File: src/rtl/frac_clkdiv.sv
module frac_clkdiv #(
  parameter int REG_W  = 32,
  parameter int DIV_W  = 7,
  parameter int PDIV_W = 2
) (
  input  logic             clk,
  input  logic             rst_n,
  input  logic             wr_en,
  input  logic [REG_W-1:0] wr_data,
  output logic [REG_W-1:0] ctrl_rdata,
  output logic [1:0]       src_sel,
  output logic             clk_en,
  output logic             clk_out
);
  localparam int PDIV_LSB = 8;
  localparam int RSV_BIT  = 7;
  localparam int SEL_LSB  = 13;
  localparam int EN_BIT   = 15;
  localparam int N_W      = DIV_W + $clog2(2**PDIV_W + 2);

  logic [REG_W-1:0] ctrl_q;
  logic [N_W-1:0]   cnt, act_n;
  logic             act_run;
  logic [1:0]       act_src, dec_src;

  wire [PDIV_W-1:0] pdiv    = ctrl_q[PDIV_LSB +: PDIV_W];
  wire [DIV_W-1:0]  div     = ctrl_q[DIV_W-1:0];
  wire              en      = ctrl_q[EN_BIT];
  wire [N_W-1:0]    new_n   = (N_W'(pdiv) + N_W'(3)) * N_W'(div);
  wire              new_run = en && (pdiv != '0) && (div != '0);
  wire              mute    = act_run && (dec_src != act_src);
  wire              load    = !act_run || !en || (cnt == act_n - N_W'(1));
  wire              live    = act_run && en && !mute;

  always_comb begin
    case (ctrl_q[SEL_LSB +: 2])
      2'b10:   dec_src = 2'd1;
      2'b11:   dec_src = 2'd2;
      default: dec_src = 2'd0;
    endcase
  end

  always_ff @(posedge clk or negedge rst_n) begin
    if (!rst_n) begin
      ctrl_q  <= '0;
      cnt     <= '0;
      act_n   <= '0;
      act_run <= 1'b0;
      act_src <= 2'd0;
    end else begin
      if (wr_en)
        ctrl_q <= {wr_data[REG_W-1:RSV_BIT+1], ctrl_q[RSV_BIT], wr_data[RSV_BIT-1:0]};
      if (load) begin
        cnt     <= '0;
        act_n   <= new_n;
        act_run <= new_run;
        act_src <= dec_src;
      end else begin
        cnt <= cnt + N_W'(1);
      end
    end
  end

  assign ctrl_rdata = ctrl_q;
  assign src_sel    = act_src;
  assign clk_en     = live && (cnt == '0);
  assign clk_out    = live && (cnt < (act_n >> 1));


  wr_keep_chk: assert property (@(posedge clk) disable iff (!rst_n)
    wr_en |=> (ctrl_rdata[PDIV_LSB +: PDIV_W] == $past(wr_data[PDIV_LSB +: PDIV_W]))
              && (ctrl_rdata[RSV_BIT] == $past(ctrl_rdata[RSV_BIT])));


  en_single_chk: assert property (@(posedge clk) disable iff (!rst_n)
    clk_en |=> !clk_en);


  en_high_chk: assert property (@(posedge clk) disable iff (!rst_n)
    clk_en |-> clk_out);


  off_low_chk: assert property (@(posedge clk) disable iff (!rst_n)
    !ctrl_rdata[EN_BIT] |=> !clk_out || ctrl_rdata[EN_BIT]);


  src_quiet_chk: assert property (@(posedge clk) disable iff (!rst_n)
    (src_sel != $past(src_sel)) |-> !$past(clk_out));
endmodule

File: config.mk
export PLATFORM = sky130hd
export DESIGN_NAME = frac_clkdiv
export DESIGN_NICKNAME = d
export VERILOG_FILES = /design/src/rtl/frac_clkdiv.sv
export SDC_FILE = /design/constraint.sdc
export NUM_CORES = 1
export LEC_CHECK = 0
export ABC_AREA = 1
export ABC_CLOCK_PERIOD_IN_PS = 3200
export BUFFER_PORTS_ARGS = -buffer_cell sky130_fd_sc_hd__buf_2
export CORE_UTILIZATION = 55
export DETAILED_ROUTE_END_ITERATION = 10
export PLACE_DENSITY_LB_ADDON = 0.08
export RECOVER_POWER = 100
export SLEW_MARGIN = 25
export SYNTH_ARGS = -nofsm -noshare
export SYNTH_HDL_FRONTEND = slang
export SYNTH_SLANG_ARGS = --single-unit
File: constraint.sdc
create_clock -name clk -period 3.2 [get_ports clk]
set_input_delay 0.64 -clock clk [delete_from_list [all_inputs] [get_ports clk]]
set_output_delay 0.64 -clock clk [all_outputs]
set_load 0.1 [all_outputs]
Word-level counts from Yosys, hierarchy flattened
Index checks and enable logic that the tools add are counted.
Storage, ports and cells
  bits in writable memories: 0
  ROM bits: 0
  logic and storage cells: 31
  output and inout bits: 36
  latch bits: 0
  memories kept: 0
  bits of input ports: 35
  register bits: 54
Operators by class
  mux-type cells: 2
  multipliers: 1
  div/mod/pow operators: 0
  magnitude comparators: 1
  shift operators: 0
  bitwise logic cells: 0
  equality and inequality tests: 4
  $add $sub $neg: 3
  reductions and logical operators: 15
Operator list (number)
  10-bit by 1-bit adder with 10-bit output (second input constant): 1
  10-bit equality test: 1
  10-bit logical NOT: 1
  10-bit by 9-bit less-than comparator with 1-bit output: 1
  3-bit by 7-bit multiplier with 10-bit output: 1
  10-bit two-way mux: 1
  10-bit by 1-bit subtractor with 10-bit output (second input constant): 1
  1-bit logical AND: 7
  7-bit nonzero test: 1
  2-bit equality test (second input constant): 2
  2-bit one-hot mux with 2 select lines: 1
  2-bit by 2-bit adder with 3-bit output (second input constant): 1
  1-bit logical NOT: 3
  1-bit logical OR: 2
  2-bit inequality test: 1
  2-bit nonzero test: 1

Longest topological paths before layout
Gate-level depths: netlist of the first run.
  depth after elaboration: 7
  mapped depth: 16
  mapped depth without buffers: 16

Worst setup path before layout of the first run
No wires, ideal clock.
  path type: register to output
  from: reg ctrl_q[13] (netlist: ctrl_rdata[13])
  to: out clk_en
  path slack: -1.721 ns
  arrival time: 4.281 ns
  data required time: 2.560 ns
  stages on the path, launching flop included: 6
  path buffers: 0
  cells stage by stage: dfrtp_1 > nand2_1 > xnor2_1 > nor2_1 > nand2_1 > nor4_1
On the way
  longest elaborated chain between the ends: 7
  elaborated cells on any way between the ends: 8
  classes of those cells: 3 x eq/ne; 1 x mux; 4 x reduce/logical
Ends and longest elaborated chain
  start: declaration: RTL line 21  | logic [REG_W-1:0] ctrl_q;
  start signal: assignment: RTL line 52  | ctrl_q <= {wr_data[REG_W-1:RSV_BIT+1], ctrl_q[RSV_BIT], wr_data[RSV_BIT-1:0]};
  2-bit equality test: RTL line 36  | case (ctrl_q[SEL_LSB +: 2])
  2-bit one-hot mux with 2 select lines *: RTL line 36
  2-bit inequality test *: RTL line 31  | wire mute = act_run && (dec_src != act_src);
  1-bit logical AND *: RTL line 31
  1-bit logical NOT *: RTL line 33  | wire live = act_run && en && !mute;
  1-bit logical AND *: RTL line 33
  1-bit logical AND *: RTL line 66  | assign clk_en = live && (cnt == '0);
  end: declaration: RTL line 12  | output logic clk_en,
Every way passes the cells marked *; elsewhere a longest branch is shown, timed or not.

Worst setup path after layout of the first run
  from: reg ctrl_q[8] (netlist: ctrl_rdata[8])
  to: reg act_n[8]
On the way
  longest elaborated chain between the ends: 2
Ends and longest elaborated chain
  2-bit by 2-bit adder with 3-bit output: RTL line 29  | wire [N_W-1:0] new_n = (N_W'(pdiv) + N_W'(3)) * N_W'(div);
  3-bit by 7-bit multiplier with 10-bit output: RTL line 29
  end signal: assignment: RTL line 55  | act_n <= new_n;
  end: declaration: RTL line 22  | logic [N_W-1:0] cnt, act_n;
Every way passes these cells.
A chain may end at the register's enable or synchronous reset.

==> reports/results.tsv, run 1 <==
metric	value	unit
fraction of layout instances using a drive strength above 1	0.173	
initial antenna violation count	0	
DR vias/cell	4.97	
Seq pwr share	0.363	
Synth async-reset ratio	1.00	
Post-Route WL	6380	um
GRT Overall Usage	0.221	
Worst R2R Setup Slack	0.21	ns
final critical-path share of the clock period	0.934	
clock-pin slew on the worst setup and hold paths	0.10	ns
Setup Skew	0.00999	ns
Core Region	0.00568	mm^2
Synth warnings	0	
die area	0.00636	mm^2
io pins	71	
peak fanout along the critical path	5	
clock buffer depth	2	
internal power	0.00132	W
met2 Use GR	0.404	
# clock sinks	54	
row cnt	27	
final worst slack	0.212	ns
Hold WC Path Type	in2async	
global placement routability congestion	0.845	
Least-Margin Pin Slew	1.69	ns
met1 usage	0.267	
dpl ws	0.104	ns
Worst Setup Start Kind	flip-flop	
antenna cells	0	
crit end category	flip-flop	
failing checks	capacitance limit, slew limit	
Seq/Total Area, Yosys	0.406	
GRT overflow	0	
CTS tree	done	
Clock power frac	0.193	
Pre-antenna DRT Iters	4	
Logic pwr share	0.444	
Tot Pwr	0.00245	W
post-route design area	0.00381	mm^2
RSZ-0062 raised after global routing	false	
DR vias	2687	
top cell type's share of synthesized area	0.406	
WL per Instance	11.8	um
clock buffer count from CTS	5	
max cap viols	1	
Routed Antenna Nets	0	
most common cell in the netlist	nand2_1	
Die H	79.7	um
busiest grt layer	met2	
net switching power	0.00113	W
non-filler cells, final	541	
number of synthesized flops with an enable pin	0	
initial DRC count	60	
PwrDens	642	mW/mm^2
grt met3 use	0.0343	
H-tree depth	2	
Net count, final	530	
Final Setup Violations	0	
final hold violations	0	
Seq cells post-synth	54	
Worst EP required	3.45	ns
min Tclk post-route	2.99	ns
dpl cell area	0.00374	mm^2
Switching Fraction	0.463	
die width	79.7	um
Synth top cells by count	nand2_1 (110), dfrtp_1 (54), inv_1 (53)	
total nets after synthesis	462	
max_slew headroom	-0.126	
Area Growth Syn to Fin	14.6	%
largest net degree at the start of global routing	47	
Netlist cell types	30	
upper clock frequency limit	335	MHz
cells after synthesis	400	
placed insts	533	
status	finished with violations	
Max Transition Viols Final	42	
reg-to-reg critical path endpoint	act_n[8]$_DFFE_PN0P_	
crit path kind	reg2reg	
DRC Markers	0	
Post-Syn Area	0.00332	mm^2
Syn Area/Cell	8.31	um^2
Post-Route Setup TNS	0	ns
port bufs	68	
global-route wire length before repair	10900	um
Leak	1.95	nW
vias in the first global route	2612	
dpl hpwl	5110	um
Worst IR Drop VDD	0.000358	V
dominant synthesized flop cell	dfrtp_1	
Yosys top cell by area	dfrtp_1	
r2r startpoint	ctrl_rdata[8]$_DFFE_PN0P_	
Fill cells	511	
initial core utilization	0.586	
clk root buf	clkbuf_8	
FF-to-FF path depth	16	
clk_lat worst skew	0.31	ns
top cells by area, synth	dfrtp_1 (41%), nand2_1 (12%), ha_1 (7.9%)	
Worst EP arrival	3.24	ns
## critical path, stage by stage (launching register included)
cell and delay (ns):
dfrtp_4 0.50, inv_2 0.10, ha_1 0.28, inv_2 0.10, nand2_1 0.07, fa_1 0.50
inv_1 0.04, ha_1 0.21, fa_1 0.41, nand3_1 0.09, nand3_1 0.10, nand2_1 0.08
nand2_1 0.05, a21oi_1 0.14, xnor2_1 0.13, nand2_1 0.06, nand2_1 0.07
## placed cells by master, fill, tap and decap left out, types with 6 or more instances in the layout
cell	netlist	layout
nand2_1	110	110
xor2_1	12	12
nor2_1	35	34
mux2_2	21	21
buf_2	1	31
inv_1	53	51
nand3_1	24	25
o21ai_0	14	14
ha_1	21	21
dfrtp_1	54	52
a21oi_1	8	8
fa_1	6	6
xnor2_1	6	6
clkbuf_1	2	35
## power groups by stage
stage	Clock (W)	Sequential, W	Combinational (W)
finish	0.000473	0.000889	0.00109
global route	0.000508	0.000905	0.00121
CTS	0.000493	0.000887	0.00111
detailed placement	0	0.000901	0.00110
global placement	0	0.000892	0.00108
floorplan	0	0.00118	0.000609
## layout make-up
cell class	instances	area (um^2)	share of cell area
multi-input cells	281	1730	0.453
flip-flops and latches	54	1360	0.356
repair buffers	70	312	0.0817
inverters	56	210	0.0552
well taps	72	90.1	0.0236
clock buffers	5	68.8	0.0181
clock inverters	3	48.8	0.0128
## metal layers
layer,vias to the layer above,wire length [um]
met5,-,0
met4,0,63
met3,6,166
met2,41,3260
met1,1246,2890
li1,1394,-
## logic make-up after synthesis
group	Yosys count	share of synthesized area
AND/OR/NAND/NOR	186	0.233
buffers and inverters	65	0.0783
flip-flops	54	0.406
AO/OA/AOI/OAI	28	0.0474
adder cells (fa/ha/maj)	27	0.115
multiplexers	21	0.0711
XOR/XNOR	18	0.0474
other	1	0.00113
## registers in the layout, summed over array words and instances, names as in the netlist
signal,cells
cnt,10
src_sel,2
act_n,10
ctrl_rdata,31
act_run,1
## repair_timing
action / CTS / global route
setup endpoints to repair: 0 / 1
hold buffers: 0 / 0
setup buffers: 0 / 0
resized for setup: 0 / 2
## per-stage QoR
step,hold slack (ns),util
final,0.319,0.672
after CTS,0.509,0.680
after global routing,0.353,0.672
after global placement,0.483,0.659
after detailed placement,0.491,0.659
after floorplan,0.344,-
## worst max-delay path by stage
| stage | startpoint | end | slack, ns | cells after the start |
|---|---|---|---|---|
| detailed placement | ctrl_rdata[8]$_DFFE_PN0P_ | act_n[8]$_DFFE_PN0P_ | 0.10 | 16 |
| finish | ctrl_rdata[8]$_DFFE_PN0P_ | act_n[8]$_DFFE_PN0P_ | 0.21 | 16 |
| floorplan | ctrl_rdata[8]$_DFFE_PN0P_ | act_n[8]$_DFFE_PN0P_ | 0.04 | 16 |
| global placement | ctrl_rdata[8]$_DFFE_PN0P_ | act_n[8]$_DFFE_PN0P_ | 0.17 | 16 |
| CTS | ctrl_rdata[8]$_DFFE_PN0P_ | act_n[8]$_DFFE_PN0P_ | 0.08 | 16 |
| global route | ctrl_rdata[8]$_DFFE_PN0P_ | act_n[8]$_DFFE_PN0P_ | 0.01 | 16 |
Power figures use the tool's default switching activity.
==> run 2, diff against run 1 <==
--- a/config.mk
+++ b/config.mk
@@ -7,8 +7,9 @@
 export LEC_CHECK = 0
 export ABC_AREA = 1
 export ABC_CLOCK_PERIOD_IN_PS = 3200
-export BUFFER_PORTS_ARGS = -buffer_cell sky130_fd_sc_hd__buf_2
+export BUFFER_PORTS_ARGS = -buffer_cell sky130_fd_sc_hd__buf_4
 export CORE_UTILIZATION = 55
+export CTS_CLUSTER_DIAMETER = 100
 export DETAILED_ROUTE_END_ITERATION = 10
 export PLACE_DENSITY_LB_ADDON = 0.08
 export RECOVER_POWER = 100
==> reports/results.tsv, run 2 (synthesis gave the netlist of run 1 again) <==
metric	value	unit
Routed Antenna Nets	0	
Least-Margin Pin Slew	1.70	ns
final critical-path share of the clock period	0.929	
Net count, final	529	
global-route wire length before repair	11400	um
Die H	79.7	um
commonest non-fill, non-tap cell in the layout	nand2_1	
Post-CTS Hold Buffers	0	
Pre-antenna DRT Iters	4	
GRT overflow	0	
Hold WC Path Type	reg2reg	
clock buffer count from CTS	5	
final core occ	0.680	
area of the multi-input gates	0.00172	mm^2
FF/Latch Area	0.00136	mm^2
initial core utilization	0.586	
Final Setup Violations	0	
vias in the first global route	2705	
PwrDens	620	mW/mm^2
crit path kind	reg2reg	
clk_lat worst skew	0.31	ns
status	finished with violations	
GRT Overall Usage	0.228	
port bufs	68	
DR vias	2720	
CP max stage cell	dfrtp_4	
initial DRC count	77	
max_slew headroom	-0.135	
Hold Slack	0.511	ns
final hold violations	0	
Crit path max-delay family	adder cells	
Worst Path Buf+Inv	3	
Worst EP arrival	3.23	ns
Post-Route WL	6670	um
Area Growth Syn to Fin	16.1	%
RSZ-0062 raised after global routing	false	
io pins	71	
row cnt	27	
min Tclk post-route	2.97	ns
Worst Setup Start Kind	flip-flop	
upper clock frequency limit	336	MHz
Resize count post-CTS	0	
DRC Markers	0	
Max Transition Viols Final	42	
CP most frequent cell	nand2_1	
max cap viols	1	
dpl hpwl	5180	um
clock buffer depth	2	
Setup Skew	0.00648	ns
crit end category	flip-flop	
die width	79.7	um
CTS tree	done	
global placement routability congestion	0.863	
Core Region	0.00568	mm^2
clock-pin slew on the worst setup and hold paths	0.11	ns
Fill cells	509	
die area	0.00636	mm^2
antenna cells	0	
largest net degree at the start of global routing	55	
peak fanout along the critical path	5	
Post-Route Setup TNS	0	ns
Worst EP required	3.46	ns
clk root buf	clkbuf_8	
most frequent cells in the layout	nand2_1 (111), dfrtp_1 (52), inv_1 (50)	
DR vias/cell	5.04	
initial antenna violation count	0	
fraction of layout instances using a drive strength above 1	0.173	
max reg flops	31	
H-tree depth	2	
worst-path cell chain	inv_2 > ha_1 > inv_2 > nand2_1 > fa_1 > inv_1 > ha_1 > fa_2 > nand3_1 > nand3_1 > nand2_1 > nand2_1 > a21oi_1 > xnor2_1 > nand2_1 > nand2_1	
slowest stage delay, CP	0.50	ns
Leak	1.97	nW
# clock sinks	54	
failing checks	capacitance limit, slew limit	
Worst IR Drop VDD	0.000335	V
WL per Instance	12.4	um
buffer count from post-CTS setup fixing	0	
run 2: final timing paths:
kind	startpoint	slack [ns]	cells after the start	endpoint
max in group asynchronous	rst_n	1.66	1	ctrl_rdata[8]$_DFFE_PN0P_
max reg2reg	ctrl_rdata[8]$_DFFE_PN0P_	0.23	16	act_n[8]$_DFFE_PN0P_
min reg2reg	ctrl_rdata[18]$_DFFE_PN0P_	0.51	1	ctrl_rdata[18]$_DFFE_PN0P_
max	ctrl_rdata[8]$_DFFE_PN0P_	0.23	16	act_n[8]$_DFFE_PN0P_
min in group asynchronous	rst_n	0.61	1	cnt[0]$_DFF_PN0_
min	ctrl_rdata[18]$_DFFE_PN0P_	0.51	1	ctrl_rdata[18]$_DFFE_PN0P_
run 2: routing by layer:
metal  wire (um)  GRT usage
met5           0          0
met1        2950      0.268
met4          88     0.0661
met2        3430      0.424
met3         194     0.0343
run 2: through the flow:
| step | instance area (um^2) | total power [W] | worst slack, ns | instances |
|---|---|---|---|---|
| after global placement | 3910 | 0.00201 | 0.169 | 532 |
| after detailed placement | 3910 | 0.00204 | 0.0925 | 532 |
| after CTS | 4000 | 0.00246 | 0.0769 | 540 |
| final | 3860 | 0.00239 | 0.227 | 540 |
| after floorplan | 3350 | 0.00179 | 0.0371 | 400 |
| after global routing | 3860 | 0.00257 | 0.0261 | 540 |
run 2: final cells by class:
| type | instances | area share |
|---|---|---|
| clock inverters | 2 | 0.00421 |
| well taps | 72 | 0.0233 |
| repair buffers | 69 | 0.0992 |
| flip-flops and latches | 54 | 0.351 |
| clock buffers | 6 | 0.0214 |
| inverters | 56 | 0.0544 |
| multi-input cells | 281 | 0.446 |
run 2: worst reg2reg max path, stage by stage (launching register included):
cell     delay (ns)
dfrtp_4        0.50
inv_2          0.09
ha_1           0.28
inv_2          0.11
nand2_1        0.07
fa_1           0.50
inv_1          0.04
ha_1           0.22
fa_2           0.36
nand3_1        0.08
nand3_1        0.11
nand2_1        0.08
nand2_1        0.05
a21oi_1        0.15
xnor2_1        0.13
nand2_1        0.07
nand2_1        0.09
run 2: power by group:
part | leakage [nW] | internal (W) | total, W | switching [W]
clock | 0.0478 | 0.000179 | 0.000417 | 0.000238
sequential | 0.666 | 0.000778 | 0.000880 | 0.000102
combinational | 1.25 | 0.000310 | 0.00110 | 0.000788
total | 1.97 | 0.00127 | 0.00239 | 0.00113
==> run 3, diff against run 2 <==
--- a/config.mk
+++ b/config.mk
@@ -11,6 +11,7 @@
 export CORE_UTILIZATION = 55
 export CTS_CLUSTER_DIAMETER = 100
 export DETAILED_ROUTE_END_ITERATION = 10
+export GPL_TIMING_DRIVEN = 0
 export PLACE_DENSITY_LB_ADDON = 0.08
 export RECOVER_POWER = 100
 export SLEW_MARGIN = 25
==> reports/results.tsv, run 3 (synthesis gave the netlist of run 1 again) <==
metric	value	unit
die width	79.7	um
largest net degree at the start of global routing	55	
non-filler cells, final	548	
crit end category	flip-flop	
io pins	71	
antenna cells	0	
status	completed	
port bufs	68	
global placement routability congestion	0.863	
Post-Route Setup TNS	0	ns
Post-Route WL	6890	um
Worst IR Drop VDD	0.000295	V
Least-Margin Pin Slew	1.32	ns
row cnt	27	
max_slew headroom	0.122	
Setup Skew	0.0139	ns
Worst Setup Start Kind	flip-flop	
commonest non-fill, non-tap cell in the layout	nand2_1	
Routed Antenna Nets	0	
Worst EP required	3.46	ns
DRC Markers	0	
Core Region	0.00568	mm^2
Leak	2.00	nW
clock-pin slew on the worst setup and hold paths	0.11	ns
GRT Overall Usage	0.235	
final critical-path share of the clock period	0.948	
Pre-antenna DRT Iters	4	
vias in the first global route	2629	
FF-to-FF path depth	16	
max cap viols	0	
Net count, final	537	
Hold WC Path Type	reg2reg	
clock buffer depth	2	
DR vias/cell	5.04	
die area	0.00636	mm^2
# clock sinks	54	
Worst EP arrival	3.29	ns
final hold violations	0	
Die H	79.7	um
peak fanout along the critical path	7	
GRT overflow	0	
Worst Hold Path Cells	1	
upper clock frequency limit	330	MHz
H-tree depth	2	
RSZ-0062 raised after global routing	false	
Max Transition Viols Final	0	
dpl hpwl	5440	um
final worst slack	0.166	ns
dpl ws	0.0234	ns
crit path kind	reg2reg	
fraction of layout instances using a drive strength above 1	0.172	
PwrDens	634	mW/mm^2
Final Setup Violations	0	
clock buffer count from CTS	5	
CTS tree	done	
max reg flops	31	
min Tclk post-route	3.03	ns
clk_lat worst skew	0.31	ns
global-route wire length before repair	11600	um
buffer count from post-CTS setup fixing	0	
placed insts	540	
initial core utilization	0.586	
DR vias	2760	
Area Growth Syn to Fin	18.4	%
initial antenna violation count	0	
most frequent cells in the layout	nand2_1 (111), dfrtp_1 (52), inv_1 (51)	
clk root buf	clkbuf_8	
Worst R2R Setup Slack	0.17	ns
WL per Instance	12.6	um
Fill cells	512	
initial DRC count	108	
## run 3: changes by cell type in the layout (fill, tap and decap cells not counted), sizes merged
cell / change
clkbuf: +6
buf: +2
bufinv: +1
inv: -1
## run 3: metal layers
layer,vias up,global-route usage,routed length [um]
li1,1410,-,-
met1,1298,0.291,3050
met2,44,0.430,3610
met3,8,0.0377,162
met4,0,0.0500,75
met5,-,0,0
## run 3: final timing paths
check / endpoint / startpoint
max: act_n[8]$_DFFE_PN0P_ / ctrl_rdata[8]$_DFFE_PN0P_
min: ctrl_rdata[11]$_DFFE_PN0P_ / ctrl_rdata[11]$_DFFE_PN0P_
max reg2reg: act_n[8]$_DFFE_PN0P_ / ctrl_rdata[8]$_DFFE_PN0P_
min reg2reg: ctrl_rdata[11]$_DFFE_PN0P_ / ctrl_rdata[11]$_DFFE_PN0P_
max in group asynchronous: ctrl_rdata[8]$_DFFE_PN0P_ / rst_n
min in group asynchronous: act_n[8]$_DFFE_PN0P_ / rst_n
## run 3: report_power, final
part	leakage, nW	switching (W)	internal [W]
Combinational	1.27	0.000801	0.000319
Clock	0.0618	0.000229	0.000258
Sequential	0.666	0.000109	0.000778
Total	2.00	0.00114	0.00136
## run 3: repair_timing
action / in CTS / in global routing
resized for setup: 0 / 3
endpoints found under the setup margin: 0 / 2
hold buffers: 0 / 0
## run 3: cell type report
class,instances,area (um^2),area share
Tap cell,72,90.1,0.0229
Inverter,56,214,0.0543
Sequential cell,54,1360,0.344
Timing Repair Buffer,68,375,0.0953
Multi-Input combinational cell,281,1740,0.441
Buffer,9,45.0,0.0114
Clock inverter,2,38.8,0.00985
Clock buffer,6,82.6,0.0210
## run 3: critical path, cell delays in order, from the launching register on
cell and delay (ns):
dfrtp_4 0.45, clkinvlp_4 0.17, ha_4 0.21, inv_1 0.15
nand2_1 0.11, fa_1 0.54, inv_1 0.04, ha_1 0.22
fa_1 0.41, nand3_1 0.08, nand3_1 0.10, nand2_1 0.07
nand2_1 0.05, a21oi_1 0.15, xnor2_1 0.13, nand2_1 0.06
nand2_1 0.05
## run 3: per-stage QoR
step	power [W]	utilization	cell area (um^2)	hold slack [ns]
6_report	0.00249	0.694	3940	0.513
5_1_grt	0.00267	0.694	3940	0.524
4_1_cts	0.00255	0.717	4070	0.378
3_5_place_dp	0.00206	0.696	3950	0.497
3_3_place_gp	0.00202	0.696	3950	0.489
2_1_floorplan	0.00179	-	3350	0.344
